[src/rtl/frac_mdu_pkg.sv]
`timescale 1ns/1ps
package frac_mdu_pkg;

   typedef enum logic [1:0] {
      OP_MUL_DBL = 2'd0,
      OP_MUL_RND = 2'd1,
      OP_DIV_REM = 2'd2,
      OP_DIV_RND = 2'd3
   } mdu_op_e;

   typedef enum logic [1:0] {
      ST_IDLE = 2'd0,
      ST_RUN  = 2'd1,
      ST_FIN  = 2'd2
   } mdu_st_e;

endpackage

[src/rtl/frac_mul_core.sv]
`timescale 1ns/1ps
// Unsigned shift-add multiplier, multiplier consumed MSB first, one bit per step.
module frac_mul_core #(
   parameter int W = 20
) (
   input  logic           clk,
   input  logic           rst_n,
   input  logic           ld,
   input  logic           step,
   input  logic [W-1:0]   mcand,
   input  logic [W-1:0]   mplier,
   output logic [2*W-1:0] prod
);
   localparam int PW = 2*W;

   logic [PW-1:0] acc;
   logic [W-1:0]  mc;
   logic [W-1:0]  mq;

   always_ff @(posedge clk or negedge rst_n) begin
      if (!rst_n) begin
         acc <= '0;
         mc  <= '0;
         mq  <= '0;
      end else if (ld) begin
         acc <= '0;
         mc  <= mcand;
         mq  <= mplier;
      end else if (step) begin
         acc <= {acc[PW-2:0], 1'b0} + (mq[W-1] ? {{W{1'b0}}, mc} : {PW{1'b0}});
         mq  <= {mq[W-2:0], 1'b0};
      end
   end

   assign prod = acc;


   mul_acc_bound_chk: assert property (@(posedge clk) disable iff (!rst_n)
      step |=> (acc <= ({{W{1'b0}}, mc} << W)));

endmodule

[src/rtl/frac_div_core.sv]
`timescale 1ns/1ps
// Restoring divider on magnitudes. The dividend's upper part seeds the partial
// remainder; the low W bits (plus one zero for the rounding bit) are shifted in.
module frac_div_core #(
   parameter int W = 20
) (
   input  logic           clk,
   input  logic           rst_n,
   input  logic           ld,
   input  logic           step,
   input  logic [2*W-2:0] num,
   input  logic [W-1:0]   den,
   output logic           early_ovf,
   output logic [W:0]     quo,
   output logic [W-1:0]   rem
);
   logic [W-2:0] hi;
   logic [W-1:0] rem_q;
   logic [W:0]   low_q;
   logic [W:0]   quo_q;
   logic [W-1:0] den_q;
   logic [W:0]   trial;
   logic         fits;
   logic [W-1:0] diff;

   assign hi        = num[2*W-2:W];
   assign early_ovf = ({1'b0, hi} >= den);

   always_comb begin
      trial = {rem_q, low_q[W]};
      fits  = (trial >= {1'b0, den_q});
      diff  = trial[W-1:0] - den_q;
   end

   always_ff @(posedge clk or negedge rst_n) begin
      if (!rst_n) begin
         rem_q <= '0;
         low_q <= '0;
         quo_q <= '0;
         den_q <= '0;
      end else if (ld) begin
         rem_q <= {1'b0, hi};
         low_q <= {num[W-1:0], 1'b0};
         quo_q <= '0;
         den_q <= den;
      end else if (step) begin
         rem_q <= fits ? diff : trial[W-1:0];
         low_q <= {low_q[W-1:0], 1'b0};
         quo_q <= {quo_q[W-1:0], fits};
      end
   end

   assign quo = quo_q;
   assign rem = rem_q;


   rem_below_den_chk: assert property (@(posedge clk) disable iff (!rst_n)
      step |-> (rem_q < den_q));

endmodule

[src/rtl/frac_mdu.sv]
`timescale 1ns/1ps
module frac_mdu
   import frac_mdu_pkg::*;
#(
   parameter int W = 20
) (
   input  logic         clk,
   input  logic         rst_n,
   input  logic         start,
   input  logic [1:0]   op,
   input  logic [W-1:0] a_in,
   input  logic [W-1:0] r_in,
   input  logic [W-1:0] b_in,
   output logic         busy,
   output logic         done,
   output logic         ovf,
   output logic [W-1:0] a_out,
   output logic [W-1:0] r_out
);
   localparam int DW = 2*W-1;
   localparam int PW = 2*W;
   localparam int CW = $clog2(W+2);
   localparam logic [W-1:0] MINV  = {1'b1, {(W-1){1'b0}}};
   localparam logic [W:0]   HALFQ = {2'b01, {(W-1){1'b0}}};

   if (W < 3) begin : g_width_check
      $error("frac_mdu: W must be at least 3");
   end

   mdu_st_e       st;
   mdu_op_e       op_q;
   logic [W-1:0]  a_q, r_q, b_q;
   logic          neg_q, eovf_q;
   logic [CW-1:0] cnt;

   logic          accept, run;
   logic [W-1:0]  a_mag, b_mag;
   logic [DW-1:0] dvd, dvd_mag;
   logic [PW-1:0] prod, p;
   logic [W:0]    pr_hi;
   logic          div_early;
   logic [W:0]    quo, qm;
   logic [W-1:0]  rem, qs, rs;
   logic          q_ovf;
   logic [W-1:0]  a_res, r_res;
   logic          ovf_res;

   assign accept = start && (st == ST_IDLE);
   assign run    = (st == ST_RUN);
   assign busy   = (st != ST_IDLE);

   always_comb begin
      a_mag   = a_in[W-1] ? (~a_in + 1'b1) : a_in;
      b_mag   = b_in[W-1] ? (~b_in + 1'b1) : b_in;
      dvd     = {a_in, r_in[W-2:0]};
      dvd_mag = dvd[DW-1] ? (~dvd + 1'b1) : dvd;
   end

   frac_mul_core #(.W(W)) u_mul (
      .clk    (clk),
      .rst_n  (rst_n),
      .ld     (accept && !op[1]),
      .step   (run && !op_q[1]),
      .mcand  (a_mag),
      .mplier (b_mag),
      .prod   (prod)
   );

   frac_div_core #(.W(W)) u_div (
      .clk       (clk),
      .rst_n     (rst_n),
      .ld        (accept && op[1]),
      .step      (run && op_q[1]),
      .num       (dvd_mag),
      .den       (b_mag),
      .early_ovf (div_early),
      .quo       (quo),
      .rem       (rem)
   );

   // Result formatting: sign restore, rounding, range check.
   always_comb begin
      p     = neg_q ? (~prod + 1'b1) : prod;
      pr_hi = p[PW-1:W-1] + {{W{1'b0}}, p[W-2]};
      qm    = (op_q == OP_DIV_RND) ? ({1'b0, quo[W:1]} + {{W{1'b0}}, quo[0]}) : quo;
      q_ovf = eovf_q | (neg_q ? (qm > HALFQ) : (qm >= HALFQ));
      qs    = neg_q ? (~qm[W-1:0] + 1'b1) : qm[W-1:0];
      rs    = a_q[W-1] ? (~rem + 1'b1) : rem;
      a_res   = a_q;
      r_res   = r_q;
      ovf_res = q_ovf;
      case (op_q)
         OP_MUL_DBL: begin
            a_res   = p[DW-1:W-1];
            r_res   = {1'b0, p[W-2:0]};
            ovf_res = !p[PW-1] && p[PW-2];
         end
         OP_MUL_RND: begin
            a_res   = pr_hi[W-1:0];
            r_res   = '0;
            ovf_res = !pr_hi[W] && pr_hi[W-1];
         end
         OP_DIV_REM: begin
            if (!q_ovf) begin
               a_res = rs;
               r_res = qs;
            end
         end
         OP_DIV_RND: begin
            if (!q_ovf) begin
               a_res = qs;
               r_res = '0;
            end
         end
         default: ;
      endcase
   end

   always_ff @(posedge clk or negedge rst_n) begin
      if (!rst_n) begin
         st     <= ST_IDLE;
         op_q   <= OP_MUL_DBL;
         a_q    <= '0;
         r_q    <= '0;
         b_q    <= '0;
         neg_q  <= 1'b0;
         eovf_q <= 1'b0;
         cnt    <= '0;
         done   <= 1'b0;
         ovf    <= 1'b0;
         a_out  <= '0;
         r_out  <= '0;
      end else begin
         done <= 1'b0;
         case (st)
            ST_IDLE: begin
               if (accept) begin
                  op_q  <= mdu_op_e'(op);
                  a_q   <= a_in;
                  r_q   <= r_in;
                  b_q   <= b_in;
                  neg_q <= a_in[W-1] ^ b_in[W-1];
                  cnt   <= (op == 2'd3) ? CW'(W+1) : CW'(W);
                  if (op[1] && div_early) begin
                     st     <= ST_FIN;
                     eovf_q <= 1'b1;
                  end else begin
                     st     <= ST_RUN;
                     eovf_q <= 1'b0;
                  end
               end
            end
            ST_RUN: begin
               cnt <= cnt - 1'b1;
               if (cnt == CW'(1)) st <= ST_FIN;
            end
            ST_FIN: begin
               st    <= ST_IDLE;
               done  <= 1'b1;
               a_out <= a_res;
               r_out <= r_res;
               ovf   <= ovf_res;
            end
            default: st <= ST_IDLE;
         endcase
      end
   end


   done_pulse_chk: assert property (@(posedge clk) disable iff (!rst_n)
      done |=> !done);

   done_idle_chk: assert property (@(posedge clk) disable iff (!rst_n)
      done |-> !busy);

   mul_ovf_chk: assert property (@(posedge clk) disable iff (!rst_n)
      (done && !op_q[1] && ovf) |-> (a_q == MINV && b_q == MINV));

   div_zero_chk: assert property (@(posedge clk) disable iff (!rst_n)
      (done && op_q[1] && b_q == '0) |-> (ovf && a_out == a_q && r_out == r_q));

   rsign_clear_chk: assert property (@(posedge clk) disable iff (!rst_n)
      (done && op_q == OP_MUL_DBL) |-> !r_out[W-1]);

   mulrnd_clear_chk: assert property (@(posedge clk) disable iff (!rst_n)
      (done && op_q == OP_MUL_RND) |-> (r_out == '0));

   divrnd_clear_chk: assert property (@(posedge clk) disable iff (!rst_n)
      (done && op_q == OP_DIV_RND && !ovf) |-> (r_out == '0));

   rem_sign_chk: assert property (@(posedge clk) disable iff (!rst_n)
      (done && op_q == OP_DIV_REM && !ovf && a_out != '0) |-> (a_out[W-1] == a_q[W-1]));

endmodule

[config.mk]
export PLATFORM = sky130hd
export DESIGN_NAME = frac_mdu
export DESIGN_NICKNAME = d
export VERILOG_FILES = /design/src/rtl/frac_mdu_pkg.sv /design/src/rtl/frac_mul_core.sv /design/src/rtl/frac_div_core.sv /design/src/rtl/frac_mdu.sv
export SDC_FILE = /design/constraint.sdc
export NUM_CORES = 1
export LEC_CHECK = 0
export BUFFER_PORTS_ARGS = -buffer_cell sky130_fd_sc_hd__buf_2
export CAP_MARGIN = 20
export CORE_MARGIN = 2
export CORE_UTILIZATION = 52
export CTS_BUF_LIST = sky130_fd_sc_hd__clkbuf_16
export DETAILED_ROUTE_END_ITERATION = 8
export GPL_TIMING_DRIVEN = 1
export PLACE_DENSITY = 0.7
export SYNTH_ARGS = -nofsm -noshare
export SYNTH_HDL_FRONTEND = slang
export SYNTH_SLANG_ARGS = --single-unit
[constraint.sdc]
create_clock -name clk -period 8.5 [get_ports clk]
set_clock_uncertainty 0.2 [all_clocks]
set_input_delay 0.425 -clock clk [delete_from_list [all_inputs] [get_ports clk]]
set_output_delay 0.425 -clock clk [all_outputs]
set_load 0.005 [all_outputs]
**Word level (Yosys, flattened, before mapping)**

Index checks and enable logic that the tools add are counted.

- Bits in registers: 255
- Input port bits: 65
- Output and inout port bits: 43
- Word-level logic and storage cells: 107

- $add $sub $neg: 11
- Magnitude comparators: 4
- Eq/ne operators: 9
- Mux-type cells: 36
- Bitwise operators: 8
- Reductions and logical operators: 21

Operators by type and width:

| cell | number |
|---|---|
| 20-bit two-way mux | 14 |
| 20-bit case mux with 4 select lines | 2 |
| 40-bit two-way mux | 3 |
| 21-bit two-way mux | 5 |
| 20-bit by 1-bit adder with 20-bit output, second input constant | 4 |
| 20-bit inverter | 4 |
| 40-bit by 1-bit adder with 40-bit output, second input constant | 1 |
| 40-bit adder | 1 |
| 40-bit inverter | 1 |
| 39-bit by 1-bit adder with 39-bit output, second input constant | 1 |
| 39-bit two-way mux | 1 |
| 39-bit inverter | 1 |
| 20-bit by 1-bit adder with 21-bit output | 1 |
| 21-bit by 1-bit adder with 21-bit output | 1 |
| 21-bit by 20-bit greater-or-equal comparator with 1-bit output | 1 |
| 21-bit by 20-bit greater-or-equal comparator with 1-bit output, second input constant | 1 |
| 21-bit by 20-bit greater-than comparator with 1-bit output, second input constant | 1 |
| 19-bit by 20-bit greater-or-equal comparator with 1-bit output | 1 |
| 20-bit subtractor | 1 |
| 5-bit case mux with 2 select lines | 1 |
| 2-bit == test, second input constant | 4 |
| 1-bit logical AND | 8 |
| 2-bit nonzero test | 4 |
| 2-bit two-way mux | 3 |
| 14 further kinds | 24 |

**Longest topological paths before layout**

Gate-level depths: netlist of the first run.

- Depth after elaboration: 8
- Gate-level depth with buffers: 18
- Depth with buffers taken out: 17

**Cells and area by module**

A second synthesis of the first run with hierarchy kept.

- Cells, all modules: 2,364
- Area, all modules: 19,523.7 µm²

By module, submodules not included:

| module | instances | cells an instance | area an instance (µm²) | sequential area each (µm²) |
|---|---|---|---|---|
| frac_mdu | 1 | 1,293 | 9,517.9 | 2,327.2 |
| frac_div_core | 1 | 570 | 5,197.5 | 2,026.9 |
| frac_mul_core | 1 | 501 | 4,808.4 | 2,001.9 |

**Worst setup path after synthesis of the first run**

No wires, ideal clock.

- Path type: input port to flip-flop
- Start point: input port r_in[10]
- End point: register eovf_q
- Library setup time: 0.134 ns
- Arrival time: 4.037 ns
- Required time: 8.166 ns
- Setup slack: 4.129 ns
- Stages: 17
- Buffers on the path: 1
- Cells stage by stage: or4_1 or3_1 or3_1 or3_1 clkbuf_1 o21ai_0 xnor2_1 ha_1 nand2b_1 a21o_1 a21o_1 a21o_1 a211oi_1 o21a_1 nor3b_1 o2111ai_1 nand3_1

- Longest elaborated chain between the ends: 6

Ends and longest elaborated chain:

| what | line | source |
|---|---|---|
| start: declaration | frac_mdu.sv:12 | `input logic [W-1:0] r_in,` |
| 39-bit inverter | frac_mdu.sv:56 | `dvd_mag = dvd[DW-1] ? (~dvd + 1'b1) : dvd;` |
| 39-bit by 1-bit adder with 39-bit output | frac_mdu.sv:56 |  |
| 39-bit two-way mux | frac_mdu.sv:56 |  |
| 19-bit by 20-bit greater-or-equal comparator with 1-bit output | frac_div_core.sv:27 | `assign early_ovf = ({1'b0, hi} >= den);` |
| 1-bit logical AND | frac_mdu.sv:144 | `if (op[1] && div_early) begin` |
| 1-bit two-way mux | frac_mdu.sv:144 |  |
| end signal: assignment | frac_mdu.sv:127 | `eovf_q <= 1'b0;` |
| end signal: assignment | frac_mdu.sv:146 | `eovf_q <= 1'b1;` |
| end signal: assignment | frac_mdu.sv:149 | `eovf_q <= 1'b0;` |
| end: declaration | frac_mdu.sv:33 | `logic neg_q, eovf_q;` |

No other way between the ends.
A chain may end at the register's enable or synchronous reset.

**Worst setup path in the final report of the first run**

- Start point: register op_q[0]
- End point: register r_out[0]

- Longest elaborated chain between the ends: 7
- Elaborated cells between the ends (all ways): 15
- Classes of those cells: add/sub (1); order compare (2); eq/ne (3); mux (6); bitwise (2); reduce/logical (1)

Ends and longest elaborated chain:

| what | line | source |
|---|---|---|
| start: declaration | frac_mdu.sv:31 | `mdu_op_e op_q;` |
| start signal: assignment | frac_mdu.sv:138 | `op_q <= mdu_op_e'(op);` |
| 2-bit == test | frac_mdu.sv:85, frac_mdu.sv:92 |  |
| 21-bit two-way mux | frac_mdu.sv:85 | `qm = (op_q == OP_DIV_RND) ? ({1'b0, quo[W:1]} + {{W{1'b0}}, quo[0]}) : quo;` |
| 21-bit by 20-bit greater-or-equal comparator with 1-bit output, or another cell as far along | frac_mdu.sv:86 | `q_ovf = eovf_q \| (neg_q ? (qm > HALFQ) : (qm >= HALFQ));` |
| 1-bit two-way mux or 20-bit by 1-bit adder with 20-bit output (tied branches) | frac_mdu.sv:86, frac_mdu.sv:87 |  |
| 1-bit bitwise OR or 20-bit two-way mux (tied branches) | frac_mdu.sv:86, frac_mdu.sv:87 |  |
| 20-bit two-way mux, on equally long branches | frac_mdu.sv:110, frac_mdu.sv:104 |  |
| 20-bit case mux with 4 select lines * | frac_mdu.sv:92 | `case (op_q)` |
| end signal: assignment | frac_mdu.sv:161 | `r_out <= r_res;` |
| end: declaration | frac_mdu.sv:18 | `output logic [W-1:0] r_out` |

Every way passes the cells marked *; elsewhere a longest branch is shown, timed or not.

==> qor.log, run 1 <==
qor: run_status.run_status finished, final reports clean
qor: setup_path.critical_path_data_arrival_time 5.31 ns
qor: pwr.power_per_cell_area 405.0 nW/um^2
qor: die.die_area 37420 sq um
qor: detailed_routing.average_routed_wire_per_standard_cell 21.59 microns
qor: cts.cts-root-to-sink-buffers 3
qor: global_route.grt_pass1_wl 95100 microns
qor: timing.clock.fmax 0.1985 GHz
qor: die.core_area 35480 sq um
qor: timing.finalHoldWorstSlack 0.05411 ns
qor: die.floorplan.initialDensity 52.59%
qor: layout.num-fill-cells 3218
qor: pwr.p_sw_share 48.95%
qor: synth.synth_area 18660 sq um
qor: synth.ys_async_sr_fraction 100.0%
qor: cts.clkTransAtPathRegs 0.06 ns
qor: setup_path.critical_path_required 8.78 ns
qor: die.boundaryPins 108
qor: layout.drive_gt1_share 9.137%
qor: global_route.maximum_number_of_pins_on_one_net_before_global_route_repair 150
qor: detailed_routing.via_per_inst 6.359
qor: detailed_routing.route.vias.total 17824
qor: synth.register_bit_total_from_synthesis 254
qor: layout.diodes_inserted 0
qor: setup_path.endpoint r_out[0]
qor: cts.cts_setup_buffers 0
qor: global_route.grt_pass1_vias 16533
qor: cts.htree_levels 1
qor: synth.mappedNetlistNets 2408
qor: synth.number_of_distinct_library_cells_after_synthesis 84
qor: detailed_routing.drcViolationCount 0
qor: cts.post_cts.resized_instances 0
qor: cts.skew_pair_late_insertion_delay 0.59 ns
qor: setup_path.timing_worst_setup_path_type reg2reg
qor: setup_path.start_kind register
qor: timing.max_slew.worst_pin.slew 1.078 ns
qor: layout.fin_nets 2457
qor: global_route.grt_antenna_before_repair 0
qor: placement.place.gp.congestion 0.9676
qor: min_path.worst_hold_path_type in2reg
qor: placement.numPlacedInstances 2709
qor: setup_path.rr_startpoint op_q[0]
qor: timing.fin_crit 5.037 ns
qor: pwr.p_seq_share 28.7%
qor: pwr.power.internal 0.004287 W
qor: cts.cts_root_buf clkbuf_16
qor: pwr.share_clk_of_total_power 15.4%
qor: timing.finalHoldViolCount 0
qor: setup_path.crit_path_max_fanout 53
qor: pwr.finalPower 0.008398 W
qor: synth.synthesis.instances 2271
qor: synth.synth.yosys.seq_area_share 34.06%
qor: layout.layout.cells.non_filler 2803
qor: timing.max-slew-margin-rel 28.14%
qor: cts.tritoncts.num_buffers 30
qor: synth.yosys_most_used_dff dfrtp_1
qor: timing.maxSlewViolCount 0
qor: placement.dpl.hpwl 44380 microns
qor: timing.unrepaired_setup_endpoints_after_global_routing no
qor: setup_path.crit_path_end_kind register
qor: setup_path.ff2ff_path_depth 11
qor: setup_path.worstReg2RegEnd r_out[0]
qor: cts.tritoncts done
qor: global_route.gr-total-overflow 0
qor: detailed_routing.detail_route.wirelength 60530 microns
qor: synth.synth.yosys.warnings 0
qor: cts.cts.sinks 254
qor: pwr.power.static_leakage 9.094 nW
qor: placement.placement.io_buffers 107
qor: global_route.grt_use_total 31.61%
qor: layout.area.growth.synth_to_final 11.10%
qor: die.die_y 193.4 microns
qor: timing.timing.final.crit_share 59.26%
qor: pwr.max-vdd-ir-drop 0.0002102 V
qor: pwr.p_comb_share 55.9%
qor: synth.synth-edff-count 0
qor: flow_run.max-cap-violations 0
qor: die.die_w 193.4 microns
qor: setup_path.worst_setup_path_startpoint op_q[0]
qor: detailed_routing.drt_iter0_markers 1685
qor: timing.timing.setup.tns 0 ns
qor: timing.setup_violations_final 0
qor: detailed_routing.antenna_violating_nets_post_route 0
qor: detailed_routing.drt_pre_antenna_iters 6
qor: pwr.power.net_switching 0.004111 W
qor: setup_path.timing.reg2reg.setup_slack 3.46 ns
qor: die.fp-row-count 69
qor: synth.syn_avg_cell_area 8.217 sq um
[placed cells by master (no fill, tap or decap), types with 22 or more instances in the layout]
| cell | netlist | layout |
|---|---|---|
| buf_2 | 13 | 106 |
| dlygate4sd3_1 | 0 | 40 |
| xor2_1 | 106 | 106 |
| nand3_1 | 69 | 69 |
| o31ai_1 | 45 | 45 |
| and2_1 | 25 | 24 |
| a31oi_1 | 33 | 33 |
| ha_1 | 70 | 70 |
| o41ai_1 | 24 | 24 |
| mux2i_1 | 38 | 38 |
| o21ai_0 | 226 | 226 |
| inv_1 | 55 | 63 |
| nor2_1 | 124 | 121 |
| xnor2_1 | 96 | 96 |
| or3_1 | 36 | 36 |
| a21oi_1 | 87 | 87 |
| nand2_1 | 371 | 369 |
| nor3_1 | 53 | 52 |
| dfrtp_1 | 254 | 254 |
| a22oi_1 | 39 | 39 |
| clkbuf_16 | 0 | 30 |
| or4_1 | 22 | 22 |
[routing by layer]
layer,vias up,share of wire [%],track usage [%]
met5,-,0,0
met4,0,4.3,12.38
met2,759,45,49.71
met3,140,7.4,4.271
met1,8605,43,44.27
li1,8320,-,-
[repair_timing]
item	CTS	global route
endpoints found under the setup margin	0	0
endpoints found under the hold margin	151	0
hold buffers	40	0
[sequential cells by signal (all words and copies together), names as in the netlist, 5 cells and up]
signal       cells
u_div.low_q     20
u_div.den_q     20
r_out           20
u_mul.prod      40
u_div.quo       21
u_mul.mq        20
a_q             20
r_q             20
u_mul.mc        20
cnt              5
a_out           20
u_div.rem       20
[Yosys cell counts, types with 36 or more instances]
cell | number | area (sq um)
nand2_1 | 371 | 1393
dfrtp_1 | 254 | 6356
o21ai_0 | 226 | 1131
nor2_1 | 124 | 465.5
clkbuf_1 | 118 | 442.9
xor2_1 | 106 | 928.4
xnor2_1 | 96 | 840.8
a21oi_1 | 87 | 435.4
ha_1 | 70 | 875.8
nand3_1 | 69 | 345.3
inv_1 | 55 | 206.5
nor3_1 | 53 | 265.3
o31ai_1 | 45 | 337.8
a22oi_1 | 39 | 292.8
mux2i_1 | 38 | 380.4
or3_1 | 36 | 225.2
[worst min path at each step]
stage	depth (start not counted)	startpoint	slack (ns)	end
finish	3	r_in[0]	0.05	r_q[0]
global route	3	r_in[0]	0.07	r_q[0]
CTS	3	r_in[0]	0.03	u_div.low_q[1]
detailed placement	2	u_mul.mc[8]	0.26	u_mul.mc[8]
global placement	2	u_mul.mc[8]	0.26	u_mul.mc[8]
floorplan	0	rst_n	-0.07	a_out[0]
[per-stage QoR]
step                      cell area, sq um  setup slack, ns  utilization, %
after floorplan                      18660            4.129               -
after global placement               19360            3.705           54.57
final                                20730            3.463           58.43
after detailed placement             19360            3.591           54.57
after CTS                            20730            3.577           58.43
after global routing                 20730            3.208           58.43
[cells by family (layout without fill, tap and decap cells)]
logic type | Yosys count | in the layout | share of synthesized area [%]
mux | 43 | 43 | 2.340
buf+inv | 207 | 278 | 4.459
xor+xnor | 202 | 202 | 9.480
flops | 254 | 254 | 34.06
compound gates | 643 | 643 | 22.62
simple gates | 850 | 850 | 22.13
fa+ha+maj | 72 | 72 | 4.908
[worst max-delay path: stages, from the launching register on]
cell and delay [ns]:
dfrtp_1 0.32, buf_4 0.46, nand2_1 0.69, a221oi_2 0.53, o21ai_1 0.21, or4_1 0.67
or3_4 0.46, o31ai_4 0.24, buf_4 0.41, mux2_2 0.39, a221oi_1 0.24, nor2_1 0.06
[power groups by stage]
stage               sequential, W  clock [W]  combinational, W
global route              0.00246    0.00136           0.00516
floorplan                 0.00202          0           0.00362
detailed placement        0.00240          0           0.00459
finish                    0.00241    0.00129           0.00470
global placement          0.00238          0           0.00449
CTS                       0.00238    0.00131           0.00463
[cell type report]
class	count	area [sq um]	share of cell area [%]
inverter	55	206.4	0.9958
clock inverter	24	219.0	1.056
clock buffer	30	750.7	3.621
tap	461	576.8	2.782
multi-input combinational	1810	11500	55.47
sequential	254	6356	30.66
timing repair buffer	169	1124	5.419
Power figures use the tool's default switching activity.
==> run 2: changes to the inputs <==
==> constraint.sdc (replaced) <==
create_clock -name clk -period 4.7 [get_ports clk]
set_clock_uncertainty 0.2 [all_clocks]
set_input_delay 0.235 -clock clk [delete_from_list [all_inputs] [get_ports clk]]
set_output_delay 0.235 -clock clk [all_outputs]
set_load 0.005 [all_outputs]
==> qor.log, run 2 (synthesized netlist as in run 1, its figures left out) <==
qor: die.die_w 193.4 microns
qor: setup_path.ordered_list_of_cells_on_the_worst_path dlygate4sd3_1 -> buf_2 -> or4_4 -> or3_4 -> or3_4 -> or3_4 -> buf_4 -> nand2_1 -> and2_1 -> xnor2_1 -> ha_1 -> a21o_1 -> a21o_1 -> a211oi_1 -> o21a_1 -> nor3b_1 -> o2111ai_1 -> nand3_1
qor: global_route.grt_pass1_wl 98160 microns
qor: timing.timing.setup.tns 0 ns
qor: setup_path.crit_path_max_fanout 6
qor: setup_path.path_delay_family simple AND/OR/NAND/NOR gates
qor: detailed_routing.via_per_inst 6.398
qor: setup_path.crit_top_cell or3_4
qor: detailed_routing.drt_pre_antenna_iters 6
qor: layout.drive_gt1_share 10.36%
qor: setup_path.start_kind input pin
qor: global_route.gr-total-overflow 0
qor: timing.fin_crit 4.515 ns
qor: run_status.run_status finished, final reports clean
qor: layout.layout.cells.non_filler 2845
qor: detailed_routing.average_routed_wire_per_standard_cell 21.91 microns
qor: setup_path.rr_startpoint u_mul.prod[13]
qor: setup_path.crit_path_end_kind register
qor: layout.fin_nets 2501
qor: timing.clock.fmax 0.2215 GHz
qor: global_route.grt_pass1_vias 17083
qor: layout.diodes_inserted 0
qor: die.die_y 193.4 microns
qor: setup_path.crit_buf_inv 3
qor: placement.placement.io_buffers 107
qor: setup_path.slowest_stage or4_4
qor: detailed_routing.drt_iter0_markers 1850
qor: pwr.power.static_leakage 9.295 nW
qor: pwr.max-vdd-ir-drop 0.0004556 V
qor: die.floorplan.initialDensity 52.59%
qor: min_path.worst_hold_path_type in2reg
qor: die.boundaryPins 108
qor: cts.cts_root_buf clkbuf_16
qor: setup_path.crit_cells 18
qor: placement.numPlacedInstances 2733
qor: layout.final_cell_mix nand2_1 (369), dfrtp_1 (254), o21ai_0 (225)
qor: cts.tritoncts done
qor: timing.timing.final.crit_share 96.06%
qor: detailed_routing.drcViolationCount 0
qor: setup_path.worst_setup_path_startpoint r_in[10]
qor: die.die_area 37420 sq um
qor: timing.max_slew.worst_pin.slew 0.9827 ns
qor: cts.htree_levels 1
qor: detailed_routing.antenna_violating_nets_post_route 0
qor: die.core_area 35480 sq um
qor: layout.area.growth.synth_to_final 13.13%
qor: cts.tritoncts.num_buffers 30
qor: setup_path.ff2ff_path_depth 12
qor: cts.skew_pair_late_insertion_delay 0.60 ns
qor: global_route.maximum_number_of_pins_on_one_net_before_global_route_repair 94
qor: detailed_routing.detail_route.wirelength 62320 microns
qor: cts.clkTransAtPathRegs 0.06 ns
qor: setup_path.worstReg2RegEnd a_out[11]
qor: timing.finalHoldViolCount 0
qor: timing.unrepaired_setup_endpoints_after_global_routing no
qor: timing.maxSlewViolCount 0
qor: cts.cts-root-to-sink-buffers 3
qor: cts.cts.sinks 254
qor: setup_path.endpoint eovf_q
qor: pwr.power_per_cell_area 721.8 nW/um^2
qor: layout.largest_reg_flops 40
qor: global_route.grt_antenna_before_repair 0
qor: die.fp-row-count 69
qor: placement.place.gp.congestion 0.9941
qor: layout.layout_commonest_cell nand2_1
qor: global_route.grt_use_total 32.60%
qor: setup_path.critical_path_data_arrival_time 4.78 ns
qor: setup_path.critical_path_required 4.97 ns
qor: setup_path.timing_worst_setup_path_type in2reg
qor: detailed_routing.route.vias.total 18202
qor: setup_path.timing.reg2reg.setup_slack 0.34 ns
qor: timing.setup_violations_final 0
qor: placement.dpl.hpwl 45400 microns
qor: flow_run.max-cap-violations 0
qor: timing.max-slew-margin-rel 34.49%
qor: setup_path.cpPeakStageDelay 0.57 ns
[run 2: repair_timing]
item	4_1_cts	5_1_grt
buffers inserted	0	0
hold buffers	60	0
resized for setup	0	7
setup endpoints to repair	0	3
endpoints found under the hold margin	212	0
[run 2: per-stage QoR]
step / hold slack [ns] / instance area (sq um) / total power (W) / setup WS [ns] / utilization, %
finish: 0.008699 / 21110 / 0.01524 / 0.1853 / 59.50
global route: 0.01369 / 21110 / 0.01633 / 0.01704 / 59.50
CTS: 0.001776 / 21090 / 0.01509 / 0.1593 / 59.42
detailed placement: 0.1052 / 19570 / 0.01277 / 0.1090 / 55.15
global placement: 0.09485 / 19570 / 0.01256 / 0.1410 / 55.15
floorplan: -0.2606 / 18660 / 0.01020 / 0.5187 / -
[run 2: worst min-delay path by stage]
stage / from / endpoint / slack (ns) / depth (start not counted)
final: b_in[16] / u_div.den_q[16] / 0.009 / 4
after global routing: b_in[16] / u_div.den_q[16] / 0.01 / 4
after detailed placement: rst_n / u_div.quo[11] / 0.11 / 1
after floorplan: rst_n / a_out[0] / -0.26 / 0
after CTS: b_in[16] / u_div.den_q[16] / 0.002 / 4
after global placement: rst_n / u_div.quo[11] / 0.09 / 1
[run 2: cell type report]
cell class	instances	area, sq um
flip-flops and latches	254	6356
well taps	461	576.8
multi-input cells	1810	11530
repair buffers	213	1529
inverters	55	206.4
fillers	3173	14370
clock buffers	30	750.7
clock inverters	22	166.4
[run 2: metal layers]
layer	up-vias	routed length, microns	global-route usage, %
li1	8414	-	-
met1	8802	26410	44.72
met2	830	28230	51.61
met3	156	4734	5.003
met4	0	2954	13.43
met5	-	0	0
[run 2: where the power goes]
group          internal, W  switching (W)
clock network      0.00126       0.000978
registers          0.00310        0.00125
logic              0.00339        0.00527
total              0.00775        0.00749
[run 2: worst min-delay path, stage by stage]
cell and delay, ns:
buf_2 0.10, xor2_1 0.11, buf_4 0.16, o21ai_0 0.15
==> run 3: changes to the inputs <==
--- a/config.mk
+++ b/config.mk
@@ -12,6 +12,7 @@
 export CTS_BUF_LIST = sky130_fd_sc_hd__clkbuf_16
 export DETAILED_ROUTE_END_ITERATION = 8
 export GPL_TIMING_DRIVEN = 1
+export HOLD_SLACK_MARGIN = 0.1
 export PLACE_DENSITY = 0.7
 export SYNTH_ARGS = -nofsm -noshare
 export SYNTH_HDL_FRONTEND = slang
==> qor.log, run 3 (synthesized netlist as in run 1, its figures left out) <==
qor: global_route.maximum_number_of_pins_on_one_net_before_global_route_repair 94
qor: setup_path.ff2ff_path_depth 12
qor: die.floorplan.initialDensity 52.59%
qor: timing.timing.final.crit_share 96.40%
qor: timing.finalHoldViolCount 0
qor: placement.place.gp.congestion 0.9941
qor: setup_path.crit_path_end_kind register
qor: die.die_area 37420 sq um
qor: layout.largest_reg_flops 40
qor: global_route.grt_pass1_vias 17203
qor: timing.max_slew.worst_pin.slew 0.9917 ns
qor: cts.htree_levels 1
qor: die.die_y 193.4 microns
qor: layout.drive_gt1_share 10.30%
qor: timing.maxSlewViolCount 0
qor: cts.skew_pair_late_insertion_delay 0.60 ns
qor: detailed_routing.average_routed_wire_per_standard_cell 21.92 microns
qor: cts.clkTransAtPathRegs 0.06 ns
qor: cts.cts-root-to-sink-buffers 3
qor: cts.cts.sinks 254
qor: setup_path.start_kind input pin
qor: global_route.global_routing_s_busiest_layer met2
qor: timing.timing.setup.tns 0 ns
qor: detailed_routing.detail_route.wirelength 62670 microns
qor: min_path.worst_hold_path_type in2reg
qor: layout.final_cell_mix nand2_1 (369), dfrtp_1 (254), o21ai_0 (225)
qor: timing.clock.fmax 0.2207 GHz
qor: die.core_area 35480 sq um
qor: layout.layout_commonest_cell nand2_1
qor: run_status.run_status finished, final reports clean
qor: detailed_routing.route.vias.total 18302
qor: placement.dpl.hpwl 45400 microns
qor: setup_path.critical_path_required 4.97 ns
qor: setup_path.timing_worst_setup_path_type in2reg
qor: layout.final_cell_area 21250 sq um
qor: global_route.gr-total-overflow 0
qor: timing.max-slew-margin-rel 33.89%
qor: detailed_routing.drt_pre_antenna_iters 5
qor: setup_path.worst_setup_path_startpoint r_in[10]
qor: cts.cts_setup_buffers 0
qor: detailed_routing.drt_iter0_markers 1805
qor: setup_path.crit_path_max_fanout 6
qor: timing.setup_violations_final 0
qor: detailed_routing.antenna_violating_nets_post_route 0
qor: layout.diodes_inserted 0
qor: min_path.worst_hold_path_stage_count 4
qor: setup_path.rr_startpoint u_mul.prod[13]
qor: setup_path.critical_path_data_arrival_time 4.80 ns
qor: cts.cts_root_buf clkbuf_16
qor: cts.tritoncts.num_buffers 30
qor: placement.placed_area 19570 sq um
qor: global_route.grt.met3_usage 4.986%
qor: die.fp-row-count 69
qor: min_path.holdCritStartpoint r_in[19]
qor: placement.placement.io_buffers 107
qor: global_route.grt_use_total 32.79%
qor: global_route.met2_usage 51.72%
qor: setup_path.slowest_stage or4_4
qor: layout.fin_nets 2515
qor: pwr.power_per_cell_area 718.9 nW/um^2
qor: setup_path.ordered_list_of_cells_on_the_worst_path dlygate4sd3_1 -> buf_2 -> or4_4 -> or3_4 -> or3_4 -> or3_4 -> buf_4 -> nand2_1 -> and2_1 -> xnor2_1 -> ha_1 -> a21o_1 -> a21o_1 -> a211oi_1 -> o21a_1 -> nor3b_1 -> o2111ai_1 -> nand3_1
qor: detailed_routing.via_per_inst 6.402
qor: global_route.grt_pass1_wl 98730 microns
qor: placement.numPlacedInstances 2733
qor: setup_path.cpPeakStageDelay 0.58 ns
qor: global_route.grt_antenna_before_repair 0
qor: flow_run.max-cap-violations 0
qor: pwr.max-vdd-ir-drop 0.0004531 V
qor: layout.area.growth.synth_to_final 13.89%
qor: pwr.power.static_leakage 9.358 nW
qor: global_route.grt_use_met1 44.93%
qor: timing.unrepaired_setup_endpoints_after_global_routing no
qor: layout.layout.cells.non_filler 2859
qor: timing.fin_crit 4.531 ns
qor: cts.tritoncts done
qor: die.die_w 193.4 microns
qor: setup_path.crit_top_cell or3_4
qor: die.boundaryPins 108
qor: detailed_routing.drcViolationCount 0
[run 3: routing by layer]
layer	wire length, microns	share of wire [%]
met5	0	0
met4	2998	4.8
met3	5026	8.0
met2	28360	45
met1	26290	42
[run 3: power by group]
| group | internal (W) | switching, W |
|---|---|---|
| combinational | 0.00341 | 0.00528 |
| clock | 0.00126 | 0.000978 |
| sequential | 0.00310 | 0.00125 |
| total | 0.00777 | 0.00750 |
[run 3: repair_timing]
item	CTS	global route
endpoints found under the hold margin	306	0
resized for setup	0	7
hold buffers	74	0
setup endpoints to repair	0	3
[run 3: worst max-delay path, delay by kind of cell]
family	cells	cell delay [ns]
AOI/OAI and AO/OA	5	1.01
xor gates and xnor gates	1	0.16
adders and majority gates	1	0.28
buffers and inverters	3	0.90
and+or+nand+nor	8	2.22
[run 3: worst paths after layout]
check                          endpoint  slack [ns]
setup / recovery                 eovf_q        0.17
hold / removal                  r_q[19]        0.22
setup reg to reg              a_out[11]        0.32
hold reg to reg            u_mul.mc[13]        0.27
max in group asynchronous       r_q[13]        2.29
min in group asynchronous       r_q[11]        0.56
[run 3: cell type report]
type	instances	area, sq um
clock buffers	30	750.7
clock inverters	22	166.4
fillers	3154	14230
inverters	55	206.4
multi-input cells	1810	11530
flip-flops and latches	254	6356
well taps	461	576.8
repair buffers	227	1669
[run 3: stage by stage]
step	hold WS [ns]	util (%)	total power [W]	setup slack, ns
floorplan	-0.2606	-	0.01020	0.5187
global placement	0.09485	55.15	0.01256	0.1410
detailed placement	0.1052	55.15	0.01277	0.1090
CTS	0.1782	59.82	0.01512	0.1593
global route	0.2407	59.90	0.01637	0.01815
finish	0.2162	59.90	0.01528	0.1693
